===== src/rtl/tlog2_pkg.sv =====
package tlog2_pkg;

  // Coefficients are signed values with 2 integer bits and CF fraction bits.
  localparam int CF    = 16;
  localparam int CW    = CF + 2;
  localparam int NTERM = 4;
  // Pipeline depth: operand stage, NTERM-1 power stages, term stage,
  // two adder stages and the clamp stage.
  localparam int LAT   = NTERM + 4;

  // log2(1.5) scaled by 2^CF.
  localparam int C0 = 38336;

  // Term n weight: (-1)^(n+1) / (n * 1.5^n * ln 2), scaled by 2^CF and rounded.
  function automatic int coef(input int n);
    case (n)
      1:       return 63032;
      2:       return -21011;
      3:       return 9338;
      4:       return -4669;
      default: return 0;
    endcase
  endfunction

endpackage


===== src/rtl/tlog2_mul_stage.sv =====
// One power step: y <= (a * b) >>> FRAC, loaded when en is high.
module tlog2_mul_stage #(
  parameter int W    = 17,
  parameter int FRAC = 15
) (
  input  logic                clk,
  input  logic                en,
  input  logic signed [W-1:0] a,
  input  logic signed [W-1:0] b,
  output logic signed [W-1:0] y
);
  localparam int PW = 2 * W;

  logic signed [PW-1:0] prod;
  logic signed [W-1:0]  y_nxt;

  always_comb begin
    prod  = a * b;
    y_nxt = W'(prod >>> FRAC);
  end

  always_ff @(posedge clk) begin
    if (en) y <= y_nxt;
  end
endmodule


===== src/rtl/tlog2_delay.sv =====
// Alignment delay line; register i loads when en[i] is high.
module tlog2_delay #(
  parameter int W     = 17,
  parameter int DEPTH = 1
) (
  input  logic                clk,
  input  logic [DEPTH-1:0]    en,
  input  logic signed [W-1:0] d,
  output logic signed [W-1:0] q
);
  logic [W-1:0] sr [0:DEPTH-1];

  always_ff @(posedge clk) begin
    if (en[0]) sr[0] <= d;
    for (int i = 1; i < DEPTH; i++) begin
      if (en[i]) sr[i] <= sr[i-1];
    end
  end

  assign q = sr[DEPTH-1];
endmodule


===== src/rtl/tlog2_term.sv =====
// Scales one power by its fixed series weight.
module tlog2_term #(
  parameter int PW   = 17,
  parameter int CW   = 18,
  parameter int COEF = 0
) (
  input  logic                   clk,
  input  logic                   en,
  input  logic signed [PW-1:0]   p,
  output logic signed [PW+CW-1:0] t
);
  localparam logic signed [CW-1:0] K = CW'(COEF);

  logic signed [PW+CW-1:0] t_nxt;

  always_comb begin
    t_nxt = K * p;
  end

  always_ff @(posedge clk) begin
    if (en) t <= t_nxt;
  end
endmodule


===== src/rtl/tlog2_taylor.sv =====
module tlog2_taylor
  import tlog2_pkg::*;
#(
  parameter int MW = 16,
  parameter int OW = 16
) (
  input  logic          clk,
  input  logic          rst_n,
  input  logic          in_valid,
  input  logic [MW-1:0] in_mant,
  output logic          out_valid,
  output logic [OW-1:0] out_frac
);
  localparam int MF = MW - 1;        // fraction bits of d and the powers
  localparam int DW = MW + 1;        // signed width of d and the powers
  localparam int TW = DW + CW;       // width of a scaled term
  localparam int SF = MF + CF;       // fraction bits of terms and sum
  localparam int SW = TW + 2;        // width of the final sum
  localparam logic signed [DW-1:0] MID = DW'(3) <<< (MF - 1);
  localparam longint C0L = longint'(C0) * (longint'(1) << MF);
  localparam logic signed [SW-1:0] C0S = SW'(C0L);
  localparam logic signed [SW-1:0] ONE = SW'(longint'(1) << SF);

  // Reset: asserted at once, released on the clock.
  logic [1:0] rsync;
  logic       rs_n;

  always_ff @(posedge clk or negedge rst_n) begin
    if (!rst_n) rsync <= '0;
    else        rsync <= {rsync[0], 1'b1};
  end
  assign rs_n = rsync[1];

  // Valid pipeline; v[k] qualifies the data loaded at stage k+1.
  logic [LAT:1] vr;
  logic [LAT:0] v;

  assign v = {vr, in_valid};

  always_ff @(posedge clk or negedge rs_n) begin
    if (!rs_n) vr <= '0;
    else       vr <= v[LAT-1:0];
  end

  // Stage 1: offset from the expansion point.
  logic signed [DW-1:0] d_nxt, d_r;

  always_comb begin
    d_nxt = $signed({1'b0, in_mant}) - MID;
  end

  always_ff @(posedge clk) begin
    if (v[0]) d_r <= d_nxt;
  end

  // Power chain: pw[k] = d^k, ready after stage k.
  logic signed [DW-1:0] pw [1:NTERM];
  logic signed [DW-1:0] dd [2:NTERM-1];
  logic signed [DW-1:0] al [1:NTERM];

  assign pw[1] = d_r;

  for (genvar j = 2; j < NTERM; j++) begin : g_dpipe
    if (j == 2) begin : g_first
      always_ff @(posedge clk) begin
        if (v[j-1]) dd[j] <= d_r;
      end
    end else begin : g_next
      always_ff @(posedge clk) begin
        if (v[j-1]) dd[j] <= dd[j-1];
      end
    end
  end

  for (genvar k = 2; k <= NTERM; k++) begin : g_pow
    logic signed [DW-1:0] bsel;
    if (k == 2) begin : g_b0
      assign bsel = d_r;
    end else begin : g_bn
      assign bsel = dd[k-1];
    end
    tlog2_mul_stage #(.W(DW), .FRAC(MF)) u_mul (
      .clk (clk),
      .en  (v[k-1]),
      .a   (pw[k-1]),
      .b   (bsel),
      .y   (pw[k])
    );
  end

  // Align every power to stage NTERM.
  for (genvar k = 1; k <= NTERM; k++) begin : g_align
    if (k < NTERM) begin : g_dly
      tlog2_delay #(.W(DW), .DEPTH(NTERM - k)) u_dly (
        .clk (clk),
        .en  (v[NTERM-1:k]),
        .d   (pw[k]),
        .q   (al[k])
      );
    end else begin : g_pass
      assign al[k] = pw[k];
    end
  end

  // Term stage.
  logic signed [TW-1:0] tm [1:NTERM];

  for (genvar n = 1; n <= NTERM; n++) begin : g_term
    tlog2_term #(.PW(DW), .CW(CW), .COEF(coef(n))) u_term (
      .clk (clk),
      .en  (v[NTERM]),
      .p   (al[n]),
      .t   (tm[n])
    );
  end

  // Adder tree: pairs, then total plus constant.
  logic signed [TW:0]   sa_nxt, sb_nxt, sa, sb;
  logic signed [SW-1:0] tot_nxt, tot;

  always_comb begin
    sa_nxt = (TW+1)'(tm[1]) + (TW+1)'(tm[2]);
    sb_nxt = (TW+1)'(tm[3]) + (TW+1)'(tm[4]);
  end

  always_ff @(posedge clk) begin
    if (v[NTERM+1]) begin
      sa <= sa_nxt;
      sb <= sb_nxt;
    end
  end

  always_comb begin
    tot_nxt = SW'(sa) + SW'(sb) + C0S;
  end

  always_ff @(posedge clk) begin
    if (v[NTERM+2]) tot <= tot_nxt;
  end

  // Clamp into [0, 1 - 2^-OW].
  logic [OW-1:0] out_nxt;

  always_comb begin
    if (tot < 0)          out_nxt = '0;
    else if (tot >= ONE)  out_nxt = '1;
    else                  out_nxt = OW'(tot >>> (SF - OW));
  end

  always_ff @(posedge clk or negedge rs_n) begin
    if (!rs_n)              out_frac <= '0;
    else if (v[LAT-1])      out_frac <= out_nxt;
  end

  assign out_valid = v[LAT];
endmodule


===== config.mk =====
export PLATFORM = sky130hd
export DESIGN_NAME = tlog2_taylor
export DESIGN_NICKNAME = d
export VERILOG_FILES = /design/src/rtl/tlog2_pkg.sv /design/src/rtl/tlog2_mul_stage.sv /design/src/rtl/tlog2_delay.sv /design/src/rtl/tlog2_term.sv /design/src/rtl/tlog2_taylor.sv
export SDC_FILE = /design/constraint.sdc
export NUM_CORES = 2
export LEC_CHECK = 0
export ABC_AREA = 1
export BUFFER_PORTS_ARGS = -buffer_cell sky130_fd_sc_hd__buf_2
export CELL_PAD_IN_SITES_DETAIL_PLACEMENT = 1
export CELL_PAD_IN_SITES_GLOBAL_PLACEMENT = 2
export CORE_MARGIN = 4
export CORE_UTILIZATION = 44
export CTS_CLUSTER_DIAMETER = 30
export DETAILED_ROUTE_END_ITERATION = 16
export GPL_TIMING_DRIVEN = 0
export HOLD_SLACK_MARGIN = 0.03
export PLACE_DENSITY_LB_ADDON = 0.1
export RECOVER_POWER = 50
export SYNTH_ARGS = -nofsm -noshare
export SYNTH_HDL_FRONTEND = slang
export SYNTH_HIERARCHICAL = 1
export SYNTH_SLANG_ARGS = --single-unit

===== constraint.sdc =====
create_clock -name clk -period 1.45 [get_ports clk]
set_input_delay 0.145 -clock clk [delete_from_list [all_inputs] [get_ports clk]]
set_output_delay 0.145 -clock clk [all_outputs]
set_load 0.01 [all_outputs]

==> metrics list <==
* Violated checks: negative setup slack
* Final Critical Period: 5.90 ns
- Wirelength per Cell: 20.1 um
- From bottom edge to top edge, the die measures 435 um.
* GR Util All Layers: 28.1%
- DRT Pass-1 Iters: 5
- At the pin with the least slew margin, the transition time is 0.999 ns.
- After detailed routing, the total wire length is 265 mm.
* Pin count of the biggest net entering global routing: 74
- Vias in the first global route: 74500
- After the last flow step, the layout net total stands at 12800.
* Worst Reg-to-Reg Cells: 25
* Endpoint, Worst Hold: d_r[13]$_DFFE_PP_
- Across all layers, the routed design uses 65700 vias.
- In this run the remaining antenna-violating nets after routing total 0.
* Part of the Yosys area used for sequential elements: 16.7%
- Post-route DRC violation count: 0
- The startpoint identified for the worst hold timing path is in_mant[13].
* Clock tree sinks: 450
- Deepest clock path buffer count: 3
* Clock-pin slew of the registers on the worst-case setup and hold paths: 0.04 ns
- Across the routed clock network, the largest skew measured is 0.0799 ns.
- Number of filler cells placed in the layout: 21200
- During synthesis, Yosys emitted a total of 6 warnings.
- Cell count of the worst hold path: 2
* Number of antenna violations at the first check in global routing: 10
- Setup total negative slack on the finished layout was measured at -664.18 ns.
* Worst Path Max Fanout: 7
- Share of async-settable or async-resettable flops after synthesis: 5.78%
- In this run, distinct cell masters in the synthesized netlist total 53.
- Synthesis handed over a netlist of 10100 instances.
- In this run the count of I/O pins placed on the die edge is 36.
- The first routing iteration left 3071 violations.
- Synthesized area: 80300 sq um
- Number of pins exceeding their max-slew limit in the final report: 0
- Inserted Clock Buffers: 114
- By startpoint and endpoint, the worst setup path is classified as flop to flop.
- The worst hold path belongs to the class primary input to flop.
* Remaining global-route overflow: 0
- The tree is rooted in a sky130_fd_sc_hd__clkbuf_16.
- For the worst-skew pair, the clock arrives at the later sink with an insertion delay of 0.74 ns.
- Among all flip-flop cells after synthesis, the most frequent one is sky130_fd_sc_hd__edfxtp_1.
- In this run the tool buffered the top-level ports with 35 buffer cells.
* DPL Wire Length: 210 mm
* Number of max-cap violations: 0
* RSZ-0062 raised after global routing: true
- Routability congestion estimate: 0.901
- The most critical setup path has its startpoint at d_r[16]$_DFFE_PP_.
- Post-route fraction of the period consumed by the critical path: 407%
* First-pass GRT wire length: 416 mm
- Status: finished, violations left
- Launch point of the worst reg-to-reg path: d_r[16]$_DFFE_PP_
- Derived from the worst setup path, the maximum achievable clock frequency is 170 MHz.
- Number of flops mapped to enable cells by yosys: 424
- Each instance of the synthesized netlist takes up on average 7.98 sq um.
- Data arrival time of the critical path: 6.39 ns
- Rel. slew slack: 33.4%
- Worst setup margin: -4.45 ns
- In this run the critical register-to-register path is captured at g_pow[2].u_mul/y[16]$_DFFE_PP_.
* Overall die width: 435 um
- The final hold violation count is 0.
* Layout cell share with drive strength beyond 1: 22.4%
- Slack of the worst reg-to-reg path: -4.45 ns
* Setup-failing EPs final: 523
- For the worst setup path, the data required time is 1.94 ns.
- In this run the number of H-tree levels came out at 3.
- Endpoint kind of the worst setup timing path: flop
- Post-synthesis register bit count: 450
- Die Footprint: 189000 sq um
* Standard-cell row count: 156
- Layout-stage area growth over the synthesis result: 25.5%
* Drt via density: 4.98
- The total area inside the core boundary comes to 181000 sq um.
* CTS tree: done
* Critical path startpoint category: flop
* Initial standard-cell utilization of the core: 44.3%
- Cells fill 55.6% of the core in the end.
## cells in the final DEF, fill, tap and decap left out, types with 146 or more instances in the layout
| master | count |
|---|---|
| sky130_fd_sc_hd__nand2_1 | 2307 |
| sky130_fd_sc_hd__buf_4 | 398 |
| sky130_fd_sc_hd__ha_1 | 658 |
| sky130_fd_sc_hd__inv_2 | 272 |
| sky130_fd_sc_hd__clkbuf_16 | 157 |
| sky130_fd_sc_hd__inv_1 | 2662 |
| sky130_fd_sc_hd__nor2_1 | 331 |
| sky130_fd_sc_hd__fa_1 | 1165 |
| sky130_fd_sc_hd__edfxtp_1 | 424 |
| sky130_fd_sc_hd__nand2_2 | 287 |
| sky130_fd_sc_hd__a21oi_1 | 146 |
| sky130_fd_sc_hd__nand3_1 | 213 |
## worst max-delay path by stage
stage                                     endpoint  slack [ns]  cells after the start
floorplan           g_pow[2].u_mul/y[11]$_DFFE_PP_       -3.77                     20
global placement     g_pow[2].u_mul/y[7]$_DFFE_PP_       -5.04                     20
detailed placement  g_pow[4].u_mul/y[16]$_DFFE_PP_       -5.01                     22
CTS                 g_pow[4].u_mul/y[16]$_DFFE_PP_       -4.39                     24
global route        g_pow[2].u_mul/y[16]$_DFFE_PP_       -4.62                     28
finish              g_pow[2].u_mul/y[16]$_DFFE_PP_       -4.45                     25
## area by class of cell
cell class              instances  area, sq um  area share [%]
diodes                          6         15.0          0.0149
plain buffers                 248         3260            3.23
clock buffers                 131         3020            3.00
clock inverters                80         1010            1.00
inverters                    2969        11200            11.2
multi-input cells            6390        61100            60.7
flip-flops and latches        450        13400            13.3
well taps                    2370         2970            2.94
repair buffers                545         4720            4.68
## stage by stage
step	worst slack, ns	hold WS, ns	area, sq um	instances
final	-4.45	0.111	101000	13200
after global routing	-4.62	0.107	101000	13200
after CTS	-4.39	0.0607	98600	13100
after detailed placement	-5.01	-0.0670	85800	12500
after global placement	-5.04	-0.0699	85700	12500
after floorplan	-3.77	-0.151	82500	10100
## critical path: stages, from the launching register on
cell and delay, ns:
sky130_fd_sc_hd__edfxtp_1 0.37, sky130_fd_sc_hd__buf_6 0.15, sky130_fd_sc_hd__clkbuf_16 0.16, sky130_fd_sc_hd__buf_4 0.15, sky130_fd_sc_hd__nand2_4 0.08, sky130_fd_sc_hd__inv_4 0.05
sky130_fd_sc_hd__fa_2 0.59, sky130_fd_sc_hd__fa_2 0.50, sky130_fd_sc_hd__buf_12 0.17, sky130_fd_sc_hd__buf_4 0.13, sky130_fd_sc_hd__fa_1 0.47, sky130_fd_sc_hd__fa_2 0.58
sky130_fd_sc_hd__inv_1 0.05, sky130_fd_sc_hd__fa_1 0.47, sky130_fd_sc_hd__fa_1 0.55, sky130_fd_sc_hd__inv_2 0.06, sky130_fd_sc_hd__ha_4 0.32, sky130_fd_sc_hd__nand2_4 0.08
sky130_fd_sc_hd__nor2_4 0.10, sky130_fd_sc_hd__nand2_2 0.07, sky130_fd_sc_hd__nor2_1 0.11, sky130_fd_sc_hd__nand2_1 0.12, sky130_fd_sc_hd__nand3_4 0.15, sky130_fd_sc_hd__inv_2 0.04
sky130_fd_sc_hd__nand2_1 0.05, sky130_fd_sc_hd__nand2_1 0.04
## logic make-up after synthesis
kind of cell / synth area share (%)
AOI/OAI and AO/OA: 3.04
xor gates and xnor gates: 2.00
adders and majority gates: 44.3
buffers and inverters: 15.3
DFF: 16.7
other: 0.0140
and+or+nand+nor: 18.7
## layer usage
layer / up-vias / wire, um / share of wire (%) / global-route usage [%]
met5: - / 0 / 0 / 0
met2: 1235 / 132000 / 50 / 49.3
li1: 30700 / - / - / -
met4: 0 / 9090 / 3.4 / 9.18
met3: 416 / 11100 / 4.2 / 3.30
met1: 33300 / 113000 / 42 / 36.2
## cell usage after synthesis, types with 2 or more instances
master,count,share of area [%]
sky130_fd_sc_hd__a21o_1,19,0.18
sky130_fd_sc_hd__nor3_2,8,0.10
sky130_fd_sc_hd__clkbuf_1,185,0.86
sky130_fd_sc_hd__nand3b_2,3,0.042
sky130_fd_sc_hd__o21ai_2,3,0.033
sky130_fd_sc_hd__xnor2_1,50,0.55
sky130_fd_sc_hd__o21ai_0,105,0.65
sky130_fd_sc_hd__a21boi_0,2,0.019
sky130_fd_sc_hd__edfxtp_1,424,16
sky130_fd_sc_hd__nor2_2,31,0.24
sky130_fd_sc_hd__buf_4,50,0.47
sky130_fd_sc_hd__buf_1,8,0.037
sky130_fd_sc_hd__conb_1,3,0.014
sky130_fd_sc_hd__nand4_1,40,0.31
sky130_fd_sc_hd__or2_2,26,0.20
sky130_fd_sc_hd__nor2_1,453,2.1
sky130_fd_sc_hd__clkinv_1,2,0.0094
sky130_fd_sc_hd__inv_1,2953,14
sky130_fd_sc_hd__nand3_1,265,1.7
sky130_fd_sc_hd__nor3_1,49,0.31
sky130_fd_sc_hd__a31oi_1,3,0.023
sky130_fd_sc_hd__inv_2,14,0.065
sky130_fd_sc_hd__fa_1,1260,31
sky130_fd_sc_hd__xor2_1,133,1.5
sky130_fd_sc_hd__dfrtp_1,26,0.81
sky130_fd_sc_hd__nand3_2,34,0.42
sky130_fd_sc_hd__nand2b_1,3,0.023
sky130_fd_sc_hd__nor2_4,4,0.056
sky130_fd_sc_hd__o21bai_1,37,0.35
sky130_fd_sc_hd__nand2_2,65,0.51
sky130_fd_sc_hd__nand3b_1,7,0.065
sky130_fd_sc_hd__nor4_1,3,0.023
sky130_fd_sc_hd__nand2_1,2661,12
sky130_fd_sc_hd__ha_1,825,13
sky130_fd_sc_hd__o21ai_1,4,0.025
sky130_fd_sc_hd__and2_1,8,0.062
sky130_fd_sc_hd__buf_2,13,0.081
sky130_fd_sc_hd__a21oi_1,267,1.7
sky130_fd_sc_hd__o21a_1,3,0.028
## registers in the layout, indices dropped and copies added (netlist names)
signal / cells
vr: 8
dd: 34
g_align.g_dly.u_dly/sr: 102
tot: 22
sb: 36
out_frac: 16
sa: 36
g_term.u_term/t: 126
rsync: 2
g_pow.u_mul/y: 51
d_r: 17
## repair_timing
action | CTS | global route
endpoints found under the hold margin | 37 | 0
pin swaps | 595 | 324
setup endpoints to repair | 431 | 411
hold buffers | 19 | 0
gates resized for setup | 1391 | 458
buffers inserted | 372 | 105
cloned | 11 | 1
Power is not shown: default switching activity piles up to over one toggle a cycle in this logic, so the estimate is an artifact.
